[src/rtl/mbc_pkg.sv]
package mbc_pkg;
  localparam int CNT_W = 8;

  typedef enum logic [1:0] {IV_BAD, IV_SHORT, IV_LONG} iv_cls_e;
  typedef enum logic [1:0] {ST_IDLE, ST_HUNT, ST_DATA} rx_st_e;
endpackage

[src/rtl/mbc_sync_edge.sv]
module mbc_sync_edge #(
  parameter int STAGES = 2
) (
  input  logic clk,
  input  logic rst_n,
  input  logic din,
  output logic lvl,
  output logic edge_seen,
  output logic rise
);
  logic [STAGES-1:0] sh;
  logic              lvl_d;

  always_ff @(posedge clk) begin
    if (!rst_n) begin
      sh    <= '0;
      lvl_d <= 1'b0;
    end else begin
      sh    <= {sh[STAGES-2:0], din};
      lvl_d <= sh[STAGES-1];
    end
  end

  assign lvl       = sh[STAGES-1];
  assign edge_seen = lvl ^ lvl_d;
  assign rise      = edge_seen & lvl;
endmodule

[src/rtl/mbc_interval.sv]
module mbc_interval #(
  parameter int CW = mbc_pkg::CNT_W
) (
  input  logic          clk,
  input  logic          rst_n,
  input  logic          edge_seen,
  output logic [CW-1:0] cnt
);
  localparam logic [CW-1:0] TOP = '1;

  always_ff @(posedge clk) begin
    if (!rst_n)         cnt <= '0;
    else if (edge_seen) cnt <= CW'(1);
    else if (cnt != TOP) cnt <= cnt + 1'b1;
  end


  sat_hold_chk: assert property (@(posedge clk) disable iff (!rst_n)
    (cnt == TOP && !edge_seen) |=> cnt == TOP);
endmodule

[src/rtl/mbc_rx.sv]
module mbc_rx #(
  parameter int CW          = mbc_pkg::CNT_W,
  parameter int PRE_MIN     = 4,
  parameter int SYNC_STAGES = 2
) (
  input  logic          clk,
  input  logic          rst_n,
  input  logic          en,
  input  logic          rx_in,
  input  logic [CW-1:0] s_min,
  input  logic [CW-1:0] s_max,
  input  logic [CW-1:0] l_min,
  input  logic [CW-1:0] l_max,
  output logic          bit_val,
  output logic          bit_vld,
  output logic          start_det,
  output logic          bit_err
);
  import mbc_pkg::*;

  localparam int            PW     = $clog2(PRE_MIN + 1);
  localparam logic [PW-1:0] PRE_OK = PW'(PRE_MIN);
  localparam logic [CW-1:0] CTOP   = '1;

  function automatic logic in_win(input logic [CW-1:0] v, lo, hi);
    return (v >= lo) && (v <= hi);
  endfunction

  function automatic iv_cls_e classify(input logic [CW-1:0] v, smn, smx, lmn, lmx);
    if (in_win(v, smn, smx))      return IV_SHORT;
    else if (in_win(v, lmn, lmx)) return IV_LONG;
    else                          return IV_BAD;
  endfunction

  function automatic logic overdue(input logic [CW-1:0] v, lmx);
    return (v > lmx) || (v == CTOP);
  endfunction

  logic          lvl, tog, rise;
  logic [CW-1:0] cnt;
  iv_cls_e       cls;
  logic          late;

  mbc_sync_edge #(.STAGES(SYNC_STAGES)) u_sync (
    .clk(clk), .rst_n(rst_n), .din(rx_in),
    .lvl(lvl), .edge_seen(tog), .rise(rise)
  );

  mbc_interval #(.CW(CW)) u_iv (
    .clk(clk), .rst_n(rst_n), .edge_seen(tog), .cnt(cnt)
  );

  assign cls  = classify(cnt, s_min, s_max, l_min, l_max);
  assign late = overdue(cnt, l_max);

  rx_st_e        st, st_n;
  logic          at_mid, mid_n;
  logic [PW-1:0] pre_cnt, pre_n;
  logic          vld_n, val_n, start_n, err_n;

  always_comb begin
    st_n    = st;
    mid_n   = at_mid;
    pre_n   = pre_cnt;
    vld_n   = 1'b0;
    val_n   = 1'b0;
    start_n = 1'b0;
    err_n   = 1'b0;
    if (!en) begin
      st_n = ST_IDLE;
    end else begin
      case (st)
        ST_IDLE: begin
          st_n  = ST_HUNT;
          pre_n = '0;
        end
        ST_HUNT: if (tog) begin
          if (cls == IV_SHORT) begin
            if (pre_cnt != PRE_OK) pre_n = pre_cnt + 1'b1;
          end else if (cls == IV_LONG && pre_cnt == PRE_OK) begin
            start_n = 1'b1;
            vld_n   = 1'b1;
            val_n   = rise;
            mid_n   = 1'b1;
            st_n    = ST_DATA;
          end else begin
            pre_n = '0;
          end
        end
        ST_DATA: if (tog) begin
          if (cls == IV_BAD) begin
            err_n = 1'b1;
          end else if (at_mid) begin
            if (cls == IV_SHORT) mid_n = 1'b0;
            else begin
              vld_n = 1'b1;
              val_n = rise;
            end
          end else if (cls == IV_SHORT) begin
            vld_n = 1'b1;
            val_n = rise;
            mid_n = 1'b1;
          end else begin
            err_n = 1'b1;
          end
        end else if (late) begin
          err_n = 1'b1;
        end
        default: st_n = ST_IDLE;
      endcase
    end
    if (err_n) begin
      st_n  = ST_HUNT;
      pre_n = '0;
    end
  end

  always_ff @(posedge clk) begin
    if (!rst_n) begin
      st        <= ST_IDLE;
      at_mid    <= 1'b0;
      pre_cnt   <= '0;
      bit_vld   <= 1'b0;
      bit_val   <= 1'b0;
      start_det <= 1'b0;
      bit_err   <= 1'b0;
    end else begin
      st        <= st_n;
      at_mid    <= mid_n;
      pre_cnt   <= pre_n;
      bit_vld   <= vld_n;
      bit_val   <= val_n;
      start_det <= start_n;
      bit_err   <= err_n;
    end
  end


  quiet_when_off_chk: assert property (@(posedge clk) disable iff (!rst_n)
    !en |=> !(bit_vld || start_det || bit_err));

  start_has_bit_chk: assert property (@(posedge clk) disable iff (!rst_n)
    start_det |-> bit_vld && st == ST_DATA);

  vld_on_edge_chk: assert property (@(posedge clk) disable iff (!rst_n)
    bit_vld |-> $past(tog));

  err_no_bit_chk: assert property (@(posedge clk) disable iff (!rst_n)
    bit_err |-> !bit_vld);

  err_to_hunt_chk: assert property (@(posedge clk) disable iff (!rst_n)
    bit_err |-> st == ST_HUNT);

  hunt_no_err_chk: assert property (@(posedge clk) disable iff (!rst_n)
    bit_err |-> $past(st) == ST_DATA);
endmodule

[config.mk]
export PLATFORM = sky130hd
export DESIGN_NAME = mbc_rx
export DESIGN_NICKNAME = d
export VERILOG_FILES = /design/src/rtl/mbc_pkg.sv /design/src/rtl/mbc_sync_edge.sv /design/src/rtl/mbc_interval.sv /design/src/rtl/mbc_rx.sv
export SDC_FILE = /design/constraint.sdc
export NUM_CORES = 1
export LEC_CHECK = 0
export ABC_CLOCK_PERIOD_IN_PS = 2870
export BUFFER_PORTS_ARGS = -buffer_cell sky130_fd_sc_hd__buf_2
export CORE_AREA = 4 4 86 64
export DETAILED_ROUTE_END_ITERATION = 8
export DIE_AREA = 0 0 90 68
export MAX_ROUTING_LAYER = met4
export PLACE_DENSITY = 0.65
export SLEW_MARGIN = 20
export SYNTH_ARGS = -nofsm -noshare
export SYNTH_HDL_FRONTEND = slang
export SYNTH_SLANG_ARGS = --single-unit
[constraint.sdc]
create_clock -name clk -period 2.87 [get_ports clk]
set_input_delay 0.574 -clock clk [delete_from_list [all_inputs] [get_ports clk]]
set_output_delay 0.574 -clock clk [all_outputs]
set_load 0.1 [all_outputs]
==> impl_results.md <==
- Clk buf depth: 2
- RSZ-0062 raised after global routing: false
- Vias in the first global route: 1576
- Power per cell area: 300 nW/um2
- Status: complete, no violations
- Critical Path Source: u_iv.cnt[0]
- Synth area leader: ha_1
- Max Freq: 379 MHz
- Initial DRC count: 131
- Largest cells by area after synthesis: ha_1 27%, dfxtp_1 22%, inv_1 8.4%
- Inst Count DP: 324
- Slew @ Worst Pin: 0.486 ns
- Skew final: 0.00261 ns
- Most numerous cell in the Yosys netlist: inv_1
- Clock share of power: 0.286
- WHS Path Cells: 1
- Total GRT Usage: 0.139
- Worst hold path type: flip-flop to flip-flop
- # setup viols final: 0
- Final min period: 2.64 ns
- Unique masters post-synth: 44
- First-pass GRT wire length: 6.79 mm
- Origin of the critical flop-to-flop path: u_iv.cnt[0]
- Avg Cell Area, Syn: 8.24 um2
- Crit Path Category: flip-flop to flip-flop
- Critical path required time: 3.07 ns
- Clock slew at reported path FFs: 0.07 ns
- Switching pwr: 0.183 mW
- Cell Chain, Critical Path: inv_1 -> ha_1 -> nand2b_4 -> a2111oi_2 -> o31a_2 -> nor3_4 -> inv_1 -> ha_1 -> nor2_1 -> a21oi_1 -> a221o_1 -> nor2_1
- Crit path launch type: flip-flop
- Sw frac: 0.277
- Syn Std Cell Area: 1880 um2
- Total chip power: 0.660 mW
- Fin cells: 328
- DR vias: 1633
- Area growth from synthesis to layout: 17.1%
- Die X-Extent: 90 um
- Reg-to-reg endpoint: pre_cnt[1]
- CP Max Fanout: 4
- Die Y-Extent: 68 um
- Number of enable flip-flop cells after synthesis: 0
- Slowest cell delay on critical path: 0.42 ns
- Clock sink count: 21
- Logic pwr share: 0.241
- Cell internal pwr: 0.477 mW
- Crit. End Element: flip-flop
- CP arrival: 2.83 ns
- Syn Nets: 305
- H-tree Lvls: 1
- Core area: 4650 um2
- Fraction of layout cells with a size suffix above 1: 0.203
- ANT nets after route: 0
- Period Utilization, post-route: 0.919
- CTS buffer count: 3
- I/O pins: 40
- Post-synth ARST share: 0
- Largest net degree at the start of global routing: 13
- Hold Path End: u_sync.sh[1]
- DRT Wirelength: 4.00 mm
- Antenna fix cells: 0
- Min Hold Slack: 0.439 ns
- Hold Vio Cnt, Final: 0
- Fin nets: 349
- Starting Density: 0.404
- GRT overflow: 0
- Final-report max-slew violation count: 0
- Leakage Power: 1.13 nW
- Crit-path slowest cell: a221o_1
- CTS Root Cell: clkbuf_8
- Maximum VDD drop: 0.000181 V
- Initial antenna violation count: 0
- IO Port Bufs: 39
- Residual DRC: 0
- Setup slack, reg-to-reg: 0.23 ns
- Gate Count Post-Synth: 228
- Commonest cells in the netlist: 42 x inv_1, 41 x ha_1, 21 x dfxtp_1, 17 x a21oi_1, 15 x nand2_1
- Setup TNS: 0 ns
- Drt first pass iters: 4
- Yosys warns: 0
- Max Cap Viol: 0
- Seq pwr share: 0.473
- Total die area: 6120 um2
- Hold_sp: u_sync.sh[0]
- CTS tree: built
- Most common flop cell mapped by yosys: dfxtp_1
- Avg WL per Cell: 12.2 um
- Skew-Pair Late Insertion Delay: 0.26 ns
- DPL Wire Length: 3.36 mm
- Sequential fraction of the synthesis area: 0.224
- Gpl congestion: 0.888
- DR vias/cell: 4.98
- Flops & latches, synth: 21
- Max-slew headroom: 0.678
- Worst reg2reg path depth: 12
- Post-synth top area share: 0.273
- Number of placement rows: 21
-- worst max-delay path, delay by kind of cell (launching register included) --
kind            cells  cell delay, ns
compound gates      4            0.94
fa+ha+maj           2            0.48
buf+inv             2            0.21
flops               1            0.38
simple gates        4            0.56
-- registers in the layout (all words and copies together) (netlist names) --
name          count
u_iv.cnt          8
pre_cnt           3
st                2
u_sync.sh         2
at_mid            1
bit_err           1
bit_val           1
bit_vld           1
start_det         1
u_sync.lvl_d      1
-- power by group through the flow --
stage / combinational [mW] / clock, mW / sequential [mW]
2_1_floorplan: 0.109 / 0 / 0.316
3_3_place_gp: 0.157 / 0 / 0.318
3_5_place_dp: 0.158 / 0 / 0.319
4_1_cts: 0.161 / 0.195 / 0.312
5_1_grt: 0.184 / 0.209 / 0.314
6_report: 0.159 / 0.189 / 0.312
-- kinds of logic after synthesis --
group	share of synthesized area
simple gates	0.193
compound gates	0.175
flops	0.224
fa+ha+maj	0.273
xor+xnor	0.0280
mux	0.0213
buf+inv	0.0859
-- per-layer routing --
layer / track usage / up-vias / routed length (um)
met3: 0.0308 / 4 / 137
met5: - / - / 0
met2: 0.212 / 26 / 1640
met1: 0.190 / 725 / 2190
li1: - / 878 / -
met4: 0.0248 / 0 / 29
-- cell usage in the layout, fill, tap and decap left out, types with 3 or more instances in the layout --
master    netlist  layout
nand2_1        15      15
inv_1          42      42
mux2i_1         4       4
o21a_1          3       3
o21ai_0         7       7
ha_1           41      41
nand3_1         5       5
and2_1          3       3
xor2_1          4       4
dfxtp_1        21      21
a21oi_2         3       3
and3_1          3       3
clkbuf_8        0       3
a21oi_1        17      17
nor2_1         13      13
buf_2           0      39
nand4_1         7       7
nor2b_1         4       4
-- repair_timing --
| item | CTS | global route |
|---|---|---|
| hold buffers | 0 | 0 |
| gates resized for setup | 0 | 1 |
| endpoints found under the setup margin | 0 | 3 |
| setup buffers | 0 | 0 |
| endpoints found under the hold margin | 0 | 0 |
-- worst max path at each step --
stage / endpoint / slack (ns) / cells after the start
detailed placement: pre_cnt[1] / 0.02 / 12
global route: pre_cnt[1] / 0.02 / 12
floorplan: pre_cnt[2] / 0.26 / 11
CTS: pre_cnt[1] / 0.16 / 12
finish: pre_cnt[1] / 0.23 / 12
global placement: pre_cnt[2] / 0.08 / 12
-- through the flow --
stage           util  cell area, um2  worst slack (ns)
2_1_floorplan      -            1880             0.265
3_3_place_gp   0.462            2150            0.0850
3_5_place_dp   0.462            2150            0.0205
5_1_grt        0.473            2200            0.0243
6_report       0.473            2200             0.233
4_1_cts        0.472            2190             0.159
-- cell type report --
type / count / area (um2)
Clock buffer: 4 / 45.0
Fill cell: 466 / 2450
Inverter: 42 / 158
Multi-Input combinational cell: 164 / 1300
Sequential cell: 21 / 420
Tap cell: 57 / 71.3
Timing Repair Buffer: 40 / 203
Note: power is estimated with default switching activity, not from simulation.
